==> config.mk <==
export PLATFORM = sky130hd
export DESIGN_NAME = tern_range_gen
export DESIGN_NICKNAME = d
export VERILOG_FILES = /design/src/rtl/tern_range_pkg.sv /design/src/rtl/tern_range_sel.sv /design/src/rtl/tern_range_ctrl.sv /design/src/rtl/tern_range_gen.sv
export SDC_FILE = /design/constraint.sdc
export NUM_CORES = 1
export LEC_CHECK = 0
export BUFFER_PORTS_ARGS = -buffer_cell sky130_fd_sc_hd__buf_2
export CAP_MARGIN = 15
export CORE_MARGIN = 2
export CORE_UTILIZATION = 55
export DETAILED_ROUTE_END_ITERATION = 12
export GPL_ROUTABILITY_DRIVEN = 0
export PLACE_DENSITY = 0.79
export SLEW_MARGIN = 20
export SYNTH_ARGS = -nofsm -noshare
export SYNTH_HDL_FRONTEND = slang
export SYNTH_SLANG_ARGS = --single-unit
==> constraint.sdc <==
create_clock -name clk_i -period 4.2 [get_ports clk_i]
set_input_delay 0.63 -clock clk_i [delete_from_list [all_inputs] [get_ports clk_i]]
set_output_delay 0.63 -clock clk_i [all_outputs]
set_load 0.01 [all_outputs]
==> src/rtl/tern_range_pkg.sv <==
package tern_range_pkg;
  localparam int unsigned DEF_KEY_W = 11;

  typedef enum logic [1:0] {
    ST_IDLE = 2'd0,
    ST_EMIT = 2'd1,
    ST_NONE = 2'd2
  } gen_state_e;
endpackage

==> src/rtl/tern_range_sel.sv <==
// Picks the largest aligned block starting at cur_i that stays within hi_i.
module tern_range_sel #(
  parameter int unsigned KEY_W = tern_range_pkg::DEF_KEY_W
) (
  input  logic [KEY_W-1:0] cur_i,
  input  logic [KEY_W-1:0] hi_i,
  output logic [KEY_W-1:0] mask_o,
  output logic [KEY_W-1:0] next_o,
  output logic             last_o
);
  localparam logic [KEY_W-1:0] ALL_ONES = '1;

  logic [KEY_W-1:0] span_end;

  always_comb begin
    mask_o = '0;
    // fitting is monotonic in block size, so the last hit is the largest
    for (int unsigned k = 0; k <= KEY_W; k++) begin
      logic [KEY_W-1:0] cand;
      cand = ~(ALL_ONES << k);
      if (((cur_i & cand) == '0) && ((cur_i | cand) <= hi_i)) begin
        mask_o = cand;
      end
    end
  end

  // aligned block: end is an OR, no carry chain
  assign span_end = cur_i | mask_o;
  assign last_o   = (span_end == hi_i);
  assign next_o   = span_end + KEY_W'(1);
endmodule

==> src/rtl/tern_range_ctrl.sv <==
module tern_range_ctrl #(
  parameter int unsigned KEY_W = tern_range_pkg::DEF_KEY_W
) (
  input  logic             clk_i,
  input  logic             rst_ni,
  input  logic             start_i,
  input  logic [KEY_W-1:0] lo_i,
  input  logic [KEY_W-1:0] hi_i,
  input  logic             last_i,
  input  logic [KEY_W-1:0] next_i,
  output logic [KEY_W-1:0] cur_o,
  output logic [KEY_W-1:0] hi_q_o,
  output logic             emit_o,
  output logic             done_o
);
  import tern_range_pkg::*;

  gen_state_e       state_q;
  logic [KEY_W-1:0] cur_q;
  logic [KEY_W-1:0] hi_q;

  always_ff @(posedge clk_i or negedge rst_ni) begin
    if (!rst_ni) begin
      state_q <= ST_IDLE;
      cur_q   <= '0;
      hi_q    <= '0;
    end else begin
      unique case (state_q)
        ST_IDLE: if (start_i) begin
          cur_q   <= lo_i;
          hi_q    <= hi_i;
          state_q <= (lo_i > hi_i) ? ST_NONE : ST_EMIT;
        end
        ST_EMIT: begin
          if (last_i) state_q <= ST_IDLE;
          else        cur_q   <= next_i;
        end
        default: state_q <= ST_IDLE;
      endcase
    end
  end

  assign cur_o  = cur_q;
  assign hi_q_o = hi_q;
  assign emit_o = (state_q == ST_EMIT);
  assign done_o = (state_q == ST_NONE) || (emit_o && last_i);


  load_chk: assert property (@(posedge clk_i) disable iff (!rst_ni)
    (start_i && !emit_o && !done_o && lo_i <= hi_i) |=> (emit_o && cur_o == $past(lo_i)));

  empty_chk: assert property (@(posedge clk_i) disable iff (!rst_ni)
    (start_i && !emit_o && !done_o && lo_i > hi_i) |=> (done_o && !emit_o));

  busy_hold_chk: assert property (@(posedge clk_i) disable iff (!rst_ni)
    (emit_o && !last_i) |=> (emit_o && hi_q_o == $past(hi_q_o)));
endmodule

==> src/rtl/tern_range_gen.sv <==
module tern_range_gen #(
  parameter int unsigned KEY_W = tern_range_pkg::DEF_KEY_W,
  localparam int unsigned ROAD_W = 2 * KEY_W
) (
  input  logic              clk_i,
  input  logic              rst_ni,
  input  logic              start_i,
  input  logic [ROAD_W-1:0] road_i,
  output logic              word_valid_o,
  output logic [KEY_W-1:0]  value_o,
  output logic [KEY_W-1:0]  mask_o,
  output logic              done_o
);
  logic [KEY_W-1:0] lo_w, hi_w, cur_w, hi_q_w, next_w, mask_w;
  logic             last_w, emit_w;

  assign hi_w = road_i[ROAD_W-1:KEY_W];
  assign lo_w = road_i[KEY_W-1:0];

  tern_range_ctrl #(.KEY_W(KEY_W)) u_ctrl (
    .clk_i  (clk_i),
    .rst_ni (rst_ni),
    .start_i(start_i),
    .lo_i   (lo_w),
    .hi_i   (hi_w),
    .last_i (last_w),
    .next_i (next_w),
    .cur_o  (cur_w),
    .hi_q_o (hi_q_w),
    .emit_o (emit_w),
    .done_o (done_o)
  );

  tern_range_sel #(.KEY_W(KEY_W)) u_sel (
    .cur_i (cur_w),
    .hi_i  (hi_q_w),
    .mask_o(mask_w),
    .next_o(next_w),
    .last_o(last_w)
  );

  assign word_valid_o = emit_w;
  assign value_o      = cur_w;
  assign mask_o       = mask_w;


  mask_align_chk: assert property (@(posedge clk_i) disable iff (!rst_ni)
    word_valid_o |-> ((value_o & mask_o) == '0));

  mask_shape_chk: assert property (@(posedge clk_i) disable iff (!rst_ni)
    word_valid_o |-> (((mask_o + KEY_W'(1)) & mask_o) == '0));

  contig_chk: assert property (@(posedge clk_i) disable iff (!rst_ni)
    (word_valid_o && !done_o) |=> (word_valid_o && value_o == $past(value_o | mask_o) + KEY_W'(1)));

  end_cover_chk: assert property (@(posedge clk_i) disable iff (!rst_ni)
    (word_valid_o && done_o) |-> ((value_o | mask_o) == hi_q_w));

  done_pulse_chk: assert property (@(posedge clk_i) disable iff (!rst_ni)
    done_o |=> !done_o);
endmodule

==> flow_metrics.env, run 1 <==
export IMPL_nNetsFinal=505
export IMPL_die_area_sq_um=5980
export IMPL_r2r_end="u_ctrl.cur_o[10]"
export IMPL_slew_limit_headroom_pct=50.6
export IMPL_gr_usage_all_layers_pct=30.9
export IMPL_startpoint_type="flop"
export IMPL_crit_family="compound AO/OA/AOI/OAI gates"
export IMPL_syn_inst=384
export IMPL_postRouteAntennaNets=0
export IMPL_hold_ws_ps=333
export IMPL_fin_crit_ps=4120
export IMPL_via_per_inst=6.43
export IMPL_crit_chain="inv_1 > ha_4 > nor2b_1 > o21ai_0 > a2bb2oi_2 > o2111a_2 > o21ai_2 > nor2_4 > inv_2 > o21ai_0 > and2_1 > and4b_1 > nand3_1 > o21ai_1 > buf_2"
export IMPL_wire_per_inst_microns=18.0
export IMPL_p_per_area_nw_per_um2=914
export IMPL_r2r_start="u_ctrl.cur_o[9]"
export IMPL_synthFlopType="dfrtp_1"
export IMPL_hold_path_class="in -> async"
export IMPL_skew_ps=3.01
export IMPL_cp_end_kind="output port"
export IMPL_slowest_delay_ps=400
export IMPL_cp_common_cell="o21ai_0"
export IMPL_dieHeight_microns=77.3
export IMPL_peakVddDrop_mv=0.429
export IMPL_netlist_area_sq_um=2960
export IMPL_path_buf_inv=3
export IMPL_overflow=0
export IMPL_layout_area_overhead_vs_synth_pct=20.3
export IMPL_power_w=0.00325
export IMPL_numCtsBuffers=3
export IMPL_via_count=3326
export IMPL_start_util_pct=57.5
export IMPL_core_area_sq_um=5140
export IMPL_required_ps=3570
export IMPL_fin_setup_tns_ps=0
export IMPL_grt_max_degree=25
export IMPL_critical_path_class="reg -> out"
export IMPL_cp_max_fo=10
export IMPL_grt_pass1_wl_microns=15000
export IMPL_antenna_cells=0
export IMPL_cts_sinks=24
export IMPL_yosys_warnings=0
export IMPL_hpwl_microns=7130
export IMPL_synth_cell_types=71
export IMPL_root_buffer="clkbuf_8"
export IMPL_syn_nets=440
export IMPL_r2r_cells=17
export IMPL_rows=26
export IMPL_clkTransAtPathRegs_ps=80
export IMPL_synth_edf_count=0
export IMPL_status="finished, final reports clean"
export IMPL_synthSimpleGateAreaFrac_pct=26.5
export IMPL_num_fill_cells=453
export IMPL_p_leak_nw=1.65
export IMPL_hold_viol_final=0
export IMPL_synth_compound_area_share_pct=28.1
export IMPL_synth_area_per_cell_sq_um=7.70
export IMPL_drt_iter0_drc=556
export IMPL_pin_count=49
export IMPL_async_flop_share_pct=100
export IMPL_fmax_ghz=0.243
export IMPL_drc=0
export IMPL_die_w_microns=77.3
export IMPL_fin_cells=517
export IMPL_drv_slew=0
export IMPL_cts_htree_levels=1
export IMPL_slowest_stage="dfrtp_2"
export IMPL_yosysSeqAreaShare_pct=20.3
export IMPL_drive_above_1_share_pct=26.0
export IMPL_grt_pass1_vias=3050
export IMPL_cts_buffer_depth=2
export IMPL_cap_violations=0
export IMPL_yosys_mux_area_fraction_pct=2.62
export IMPL_dr_pass1_iters=5
export IMPL_cts_tree="built"
export IMPL_clk_latency_ps=270
export IMPL_final_util_pct=69.2
export IMPL_synthAdderAreaFrac_pct=13.1
export IMPL_placed_cells=506
export IMPL_antenna_found_initial=0
export IMPL_period_share_pct=98.1
export IMPL_finalSetupViolCount=0
export IMPL_worst_pin_slew_ps=740
export IMPL_synth_seq_cells=24
export IMPL_r2r_slack_ps=350
export IMPL_crit_arrival_ps=3490
export IMPL_synth_xor_area_share_pct=2.67
export IMPL_io_buffers=48
export IMPL_synth_top_family_by_area="compound AO/OA/AOI/OAI gates"
export IMPL_drt_wl_total_microns=9280
==> Yosys cell counts (all sizes together) (3+ instances only) <==
master   count  area [sq um]
a211oi       3          22.5
dfrtp       24           601
mux2i        4          40.0
a21o         4          30.0
xnor2        6          52.6
nor4         4          25.0
o31ai        3          22.5
a2bb2oi      3          32.5
nand2       34           128
o21ai       30           154
nor3        14          70.1
nor2b        7          43.8
ha          31           388
nand2b       5          31.3
a22oi        4          35.0
a221oi       3          26.3
nor2        32           130
and2         4          25.0
inv         39           146
nand3       11          55.1
o211a        4          40.0
nand4        9          77.6
and3         6          37.5
a22o         3          26.3
o21a         4          30.0
xor2         3          26.3
and4         4          35.0
o22ai        3          18.8
mux2         3          37.5
a31oi        5          31.3
a21oi       23           126
clkbuf      11          41.3
==> sequential cells by signal, indices dropped and copies added, names as in the netlist <==
signal and flops:
u_ctrl.cur_o 11, u_ctrl.hi_q_o 11, u_ctrl.state_q 2
==> area by class of cell <==
cell class | instances | area (sq um) | area share, %
Multi-Input combinational cell | 308 | 2240 | 63.0
Sequential cell | 24 | 612 | 17.2
Timing Repair Buffer | 73 | 428 | 12.0
Inverter | 39 | 146 | 4.12
Tap cell | 70 | 87.6 | 2.46
Clock buffer | 3 | 41.3 | 1.16
==> layer usage <==
layer  wire length (microns)  GRT usage [%]  vias up
li1                        -              -     1546
met1                    3890           43.7     1534
met2                    4200           48.8      218
met3                     923           3.65       28
met4                     272           10.2        0
met5                       0              0        -
==> power breakdown <==
group	switching [W]	internal, W	leakage, nW
clock network	0.0000728	0.0000642	0.0216
logic	0.00151	0.00108	1.34
registers	0.000170	0.000355	0.280
==> worst max path at each step <==
stage / slack (ps) / to / cells past startpoint / start
2_1_floorplan: 330 / done_o / 16 / u_ctrl.cur_o[7]
3_3_place_gp: 250 / done_o / 15 / u_ctrl.cur_o[9]
3_5_place_dp: 200 / done_o / 12 / u_ctrl.cur_o[10]
4_1_cts: 20 / done_o / 15 / u_ctrl.cur_o[9]
5_1_grt: -10 / done_o / 15 / u_ctrl.cur_o[9]
6_report: 80 / done_o / 15 / u_ctrl.cur_o[9]
==> what timing repair did <==
item                       in CTS  in global routing
pin swaps                       1                  1
buffers inserted                2                  6
setup endpoints to repair       1                  1
resized for setup               4                 23
hold buffers                    0                  0
==> metrics by stage <==
step	worst slack, ps	instance area, sq um
4_1_cts	15.5	3430
3_5_place_dp	203	3360
5_1_grt	-14.8	3550
3_3_place_gp	247	3360
6_report	80.7	3550
2_1_floorplan	325	2960
==> cell usage in the layout, fill, tap and decap left out, drive strengths merged, types with 5 or more instances in the layout <==
cell,synthesis,routed
a31oi,5,5
o21ai,30,30
nand4,9,9
nor2b,7,7
nor2,32,32
and3,6,6
nor3,14,14
inv,39,39
buf,2,73
dfrtp,24,24
a21oi,23,23
nand2b,5,5
xnor2,6,6
nand3,11,11
ha,31,31
nand2,34,34
==> cell families (layout without fill, tap and decap cells) <==
group,count (synthesis),in the layout
compound gates,116,116
xor+xnor,9,9
fa+ha+maj,31,31
buf+inv,52,115
flops,24,24
mux,7,7
simple gates,145,145
(Power assumes the default switching activity.)
==> run 2: changes to the inputs <==
SKIP_LAST_GASP = 1   (was not set)
SYNTH_HIERARCHICAL = 1   (was not set)
==> run 2 against run 1 <==
  * Register-to-register slack better by 130 ps
  * Global-route usage is 5.6 points lower
  * Combinational power is 8.1% lower
  * Setup slack better by 130 ps
  * Via count is 17% lower
  * First-iteration DRC count is 48% lower
==> flow_metrics.env, run 2 <==
export IMPL_synth_edf_count=0
export IMPL_async_flop_share_pct=100
export IMPL_drt_iter0_drc=290
export IMPL_slowest_stage="dfrtp_1"
export IMPL_numCtsBuffers=3
export IMPL_wire_per_inst_microns=16.2
export IMPL_yosys_warnings=6
export IMPL_cts_tree="built"
export IMPL_netlist_area_leader_share_pct=20.6
export IMPL_synth_cell_types=67
export IMPL_status="finished, final reports clean"
export IMPL_rsz0062_at_grt="false"
export IMPL_antenna_cells=0
export IMPL_syn_nets=394
export IMPL_mostFrequentLayoutCell="buf_2"
export IMPL_drive_above_1_share_pct=28.4
export IMPL_finalSetupViolCount=0
export IMPL_grt_pass1_wl_microns=12400
export IMPL_grt_max_degree=25
export IMPL_path_buf_inv=1
export IMPL_crit_chain="ha_4 > nor2b_1 > a2bb2oi_2 > nand3_1 > o21ai_4 > nand4_4 > or2_4 > o211a_1 > nor4b_4 > nand2_1 > o21ai_0 > buf_2"
export IMPL_synth_area_leaders="dfrtp_1 21%, ha_1 13%, inv_1 4.5%, mux2i_1 3.8%, mux2_4 3.6%"
export IMPL_synth_common_cells="35 x inv_1, 31 x ha_1, 25 x nand2_1, 25 x nor2_1, 24 x dfrtp_1"
export IMPL_antenna_found_initial=0
export IMPL_worst_pin_slew_ps=938
export IMPL_r2r_slack_ps=480
export IMPL_crit_family="simple AND/OR/NAND/NOR gates"
export IMPL_grt_pass1_vias=2662
export IMPL_dr_pass1_iters=5
export IMPL_hold_path_class="in -> async"
export IMPL_critical_path_class="reg -> out"
export IMPL_dieHeight_microns=76.7
export IMPL_startpoint_type="flop"
export IMPL_p_leak_nw=1.53
export IMPL_drc=0
export IMPL_skew_ps=4.16
export IMPL_peakVddDrop_mv=0.455
export IMPL_netlist_area_sq_um=2910
export IMPL_slew_limit_headroom_pct=37.2
export IMPL_synth_area_per_cell_sq_um=8.61
export IMPL_nNetsFinal=445
export IMPL_hpwl_microns=5880
export IMPL_drt_wl_total_microns=7420
export IMPL_via_count=2754
export IMPL_cap_violations=0
export IMPL_start_util_pct=57.0
export IMPL_syn_inst=338
export IMPL_synth_seq_cells=24
export IMPL_root_buffer="clkbuf_8"
export IMPL_clk_latency_ps=270
export IMPL_io_buffers=48
export IMPL_synthFlopType="dfrtp_1"
export IMPL_cp_end_kind="output port"
export IMPL_die_w_microns=76.7
export IMPL_die_area_sq_um=5890
export IMPL_fmax_ghz=0.251
export IMPL_clkTransAtPathRegs_ps=80
export IMPL_pre_cts_ws_ps=347
export IMPL_via_per_inst=6.01
export IMPL_hold_viol_final=0
export IMPL_required_ps=3570
export IMPL_yosysMostFrequentCell="inv_1"
export IMPL_cts_htree_levels=1
export IMPL_period_share_pct=94.9
export IMPL_gr_usage_all_layers_pct=25.2
export IMPL_layout_area_overhead_vs_synth_pct=13.1
export IMPL_cp_max_fo=10
export IMPL_slowest_delay_ps=480
export IMPL_crit_arrival_ps=3350
export IMPL_postRouteAntennaNets=0
export IMPL_p_per_area_nw_per_um2=943
export IMPL_yosysSeqAreaShare_pct=20.6
export IMPL_setup_slack_ps=215
export IMPL_pin_count=49
export IMPL_drv_slew=0
export IMPL_cts_sinks=24
export IMPL_core_area_sq_um=5110
export IMPL_overflow=0
export IMPL_netlist_top_cell_by_area="dfrtp_1"
export IMPL_rows=26
export IMPL_layout_common_cells="48 x buf_2, 35 x inv_1, 30 x ha_1"
export IMPL_fin_setup_tns_ps=0
export IMPL_cts_buffer_depth=2
export IMPL_fin_crit_ps=3980
run 2: cell types whose count changed after synthesis, moves of 7 or more:
cell and delta:
nand2_1 -9, o21ai_2 +7, clkbuf_1 -11, o21ai_0 -12, mux2i_1 +7
run 2: metal layers:
| metal | track usage (%) | vias up | wire (microns) |
|---|---|---|---|
| li1 | - | 1328 | - |
| met1 | 35.0 | 1316 | 3460 |
| met2 | 42.3 | 96 | 3490 |
| met3 | 1.53 | 14 | 338 |
| met4 | 7.45 | 0 | 127 |
| met5 | 0 | - | 0 |
run 2: repair_timing:
item,in CTS,in global routing
buffers inserted,0,3
hold buffers,0,0
resized for setup,0,9
endpoints found under the setup margin,0,8
run 2: worst paths after layout:
check,from,to,depth (start not counted)
setup reg to reg,u_ctrl/cur_o[10],u_ctrl/cur_o[7],12
min in group clk_i,road_i[15],u_ctrl/hi_q_o[4],2
hold / removal,rst_ni,u_ctrl/cur_o[8],1
hold reg to reg,u_ctrl/cur_o[7],u_ctrl/cur_o[7],2
max in group asynchronous,rst_ni,u_ctrl/hi_q_o[8],1
setup / recovery,u_ctrl/cur_o[10],done_o,12
run 2: where the power goes:
part	internal [W]	switching (W)
clock network	0.0000837	0.0000717
logic	0.00102	0.00136
registers	0.000350	0.000217
total	0.00145	0.00165
run 2: final cells by class:
cell class,count,area (sq um)
repair buffers,55,293
multi-input cells,268,2110
fillers,447,1820
well taps,70,87.6
flip-flops and latches,24,603
inverters,37,140
clock buffers,4,55.1
run 2: metrics by stage:
| step | total power (W) | instances | utilization [%] | instance area, sq um | hold slack, ps |
|---|---|---|---|---|---|
| after global routing | 0.00335 | 458 | 64.4 | 3290 | 377 |
| after CTS | 0.00296 | 455 | 63.0 | 3220 | 350 |
| final | 0.00310 | 458 | 64.4 | 3290 | 338 |
| after detailed placement | 0.00279 | 451 | 61.9 | 3160 | 557 |
| after global placement | 0.00273 | 451 | 61.9 | 3160 | 537 |
| after floorplan | 0.00231 | 338 | - | 2910 | 334 |
run 2: cells by family after synthesis:
logic type / synth area share [%]
adder cells (fa/ha/maj): 13.3
AND/OR/NAND/NOR: 23.6
AO/OA/AOI/OAI: 21.7
flip-flops: 20.6
buffers and inverters: 8.51
XOR/XNOR: 3.31
multiplexers: 8.94
run 2: worst register-to-register path: stages, from the launching register on:
cell       delay (ps)
dfrtp_1           480
ha_4              370
nor2b_1           200
a2bb2oi_2         230
nand3_1           160
o21ai_4           280
nand4_4           190
or2_4             300
o211a_1           250
nor4b_4           310
inv_1             130
a21oi_4           490
o21ai_0           200
==> run 3: changes to the inputs <==
HOLD_SLACK_MARGIN = 0.15   (was not set)
REMOVE_ABC_BUFFERS = 1   (was not set)
==> run 3 against run 2 <==
  * Sequential share of layout area barely moved
  * Core utilization rose by 0.074 points
  * First-iteration DRC count fell by 10%
  * Critical endpoint unchanged
  * Highest routed layer unchanged
==> flow_metrics.env, run 3 (synthesis gave the netlist of run 2 again) <==
export IMPL_fin_crit_ps=3980
export IMPL_pre_cts_ws_ps=412
export IMPL_p_per_area_nw_per_um2=949
export IMPL_layout_common_cells="48 x buf_2, 35 x inv_1, 29 x ha_1"
export IMPL_pin_count=49
export IMPL_slew_limit_headroom_pct=35.1
export IMPL_postRouteAntennaNets=0
export IMPL_overflow=0
export IMPL_drv_slew=0
export IMPL_switching_power_w=0.00168
export IMPL_worst_pin_slew_ps=972
export IMPL_crit_chain="inv_1 > ha_1 > and2_2 > o21ai_0 > o2bb2ai_2 > a211oi_4 > nand4_4 > or2_4 > o211a_1 > nor4b_2 > nand2_1 > o21ai_0 > buf_2"
export IMPL_die_area_sq_um=5890
export IMPL_fin_setup_tns_ps=0
export IMPL_drc=0
export IMPL_hold_path_class="in -> async"
export IMPL_slowest_stage="dfrtp_2"
export IMPL_cts_sinks=24
export IMPL_p_leak_nw=1.52
export IMPL_cts_tree="built"
export IMPL_clk_latency_ps=260
export IMPL_mostFrequentLayoutCell="buf_2"
export IMPL_status="finished, final reports clean"
export IMPL_period_share_pct=94.7
export IMPL_io_buffers=48
export IMPL_cp_common_cell="o21ai_0"
export IMPL_antenna_cells=0
export IMPL_skew_ps=1.16
export IMPL_setup_slack_ps=225
export IMPL_hold_viol_final=0
export IMPL_intPower_w=0.00144
export IMPL_hpwl_microns=6220
export IMPL_pwr_share_seq_pct=18.4
export IMPL_dr_pass1_iters=5
export IMPL_path_buf_inv=2
export IMPL_cts_htree_levels=1
export IMPL_via_per_inst=6.04
export IMPL_wire_per_inst_microns=16.8
export IMPL_start_util_pct=57.0
export IMPL_required_ps=3570
export IMPL_peakVddDrop_mv=0.470
export IMPL_antenna_found_initial=0
export IMPL_die_w_microns=76.7
export IMPL_drive_above_1_share_pct=29.4
export IMPL_slowest_delay_ps=440
export IMPL_cap_violations=0
export IMPL_root_buffer="clkbuf_8"
export IMPL_crit_family="simple AND/OR/NAND/NOR gates"
export IMPL_gr_usage_all_layers_pct=26.4
export IMPL_cp_max_fo=10
export IMPL_fmax_ghz=0.252
export IMPL_numCtsBuffers=3
export IMPL_startpoint_type="flop"
export IMPL_grt_max_degree=25
export IMPL_drt_iter0_drc=261
export IMPL_grt_pass1_vias=2696
export IMPL_cp_end_kind="output port"
export IMPL_r2r_slack_ps=460
export IMPL_grt_pass1_wl_microns=12900
export IMPL_via_count=2768
export IMPL_power_frac_comb_pct=76.6
export IMPL_critical_path_class="reg -> out"
export IMPL_rows=26
export IMPL_crit_arrival_ps=3350
export IMPL_power_w=0.00313
export IMPL_cts_hold_buf=0
export IMPL_switching_share_pct=53.8
export IMPL_clkPwrFrac_pct=5.0
export IMPL_dieHeight_microns=76.7
export IMPL_core_area_sq_um=5110
export IMPL_drt_wl_total_microns=7690
export IMPL_clkTransAtPathRegs_ps=80
export IMPL_layout_area_overhead_vs_synth_pct=13.2
export IMPL_nNetsFinal=445
export IMPL_final_util_pct=64.5
export IMPL_finalSetupViolCount=0
export IMPL_cts_buffer_depth=2
==> run 3: timing repair <==
action,in CTS,in global routing
resized for setup,0,14
endpoints found under the setup margin,0,2
buffers inserted,0,2
==> run 3: per-stage QoR <==
stage          cell area [sq um]  hold WS, ps  std cells
2_1_floorplan               2800          334        329
3_3_place_gp                3170          536        452
3_5_place_dp                3170          583        452
4_1_cts                     3230          356        456
5_1_grt                     3290          375        458
6_report                    3290          337        458
==> run 3: final timing paths <==
path / start / endpoint / cells after the start
max in group asynchronous: rst_ni / u_ctrl/hi_q_o[8] / 1
worst max-delay path: u_ctrl/hi_q_o[9] / done_o / 13
worst min-delay path: rst_ni / u_ctrl/hi_q_o[0] / 1
worst min register to register: u_ctrl/cur_o[7] / u_ctrl/cur_o[7] / 2
worst max register to register: u_ctrl/hi_q_o[9] / u_ctrl/cur_o[6] / 13
min in group clk_i: u_ctrl/cur_o[7] / u_ctrl/cur_o[7] / 2
==> run 3: worst reg2reg max path, stage by stage (launching register included) <==
cell and delay (ps):
dfrtp_2 440, inv_1 80, ha_1 360, and2_2 200
o21ai_0 100, o2bb2ai_2 180, a211oi_4 330, nand4_4 210
or2_4 300, o211a_1 230, nor4b_2 310, inv_1 140
a21oi_4 490, o21ai_0 210
==> run 3: metal layers <==
layer  wire length (microns)  track usage [%]  vias to the layer above
met5                       0                0                        -
met4                     106             8.18                        0
met3                     420             2.71                       12
met2                    3720             45.2                      105
met1                    3440             34.9                     1326
li1                        -                -                     1325
==> run 3: power groups by stage <==
| stage | clock [W] | combinational (W) | sequential [W] |
|---|---|---|---|
| finish | 0.000156 | 0.00240 | 0.000575 |
| global route | 0.000168 | 0.00263 | 0.000598 |
| CTS | 0.000158 | 0.00227 | 0.000563 |
| detailed placement | 0 | 0.00225 | 0.000568 |
| global placement | 0 | 0.00218 | 0.000557 |
| floorplan | 0 | 0.00166 | 0.000545 |
==> run 3: area by class of cell <==
type | count | area, sq um
multi-input combinational | 268 | 2110
fill | 454 | 1810
sequential | 24 | 604
timing repair buffer | 55 | 293
inverter | 37 | 140
tap | 70 | 87.6
clock buffer | 4 | 55.1
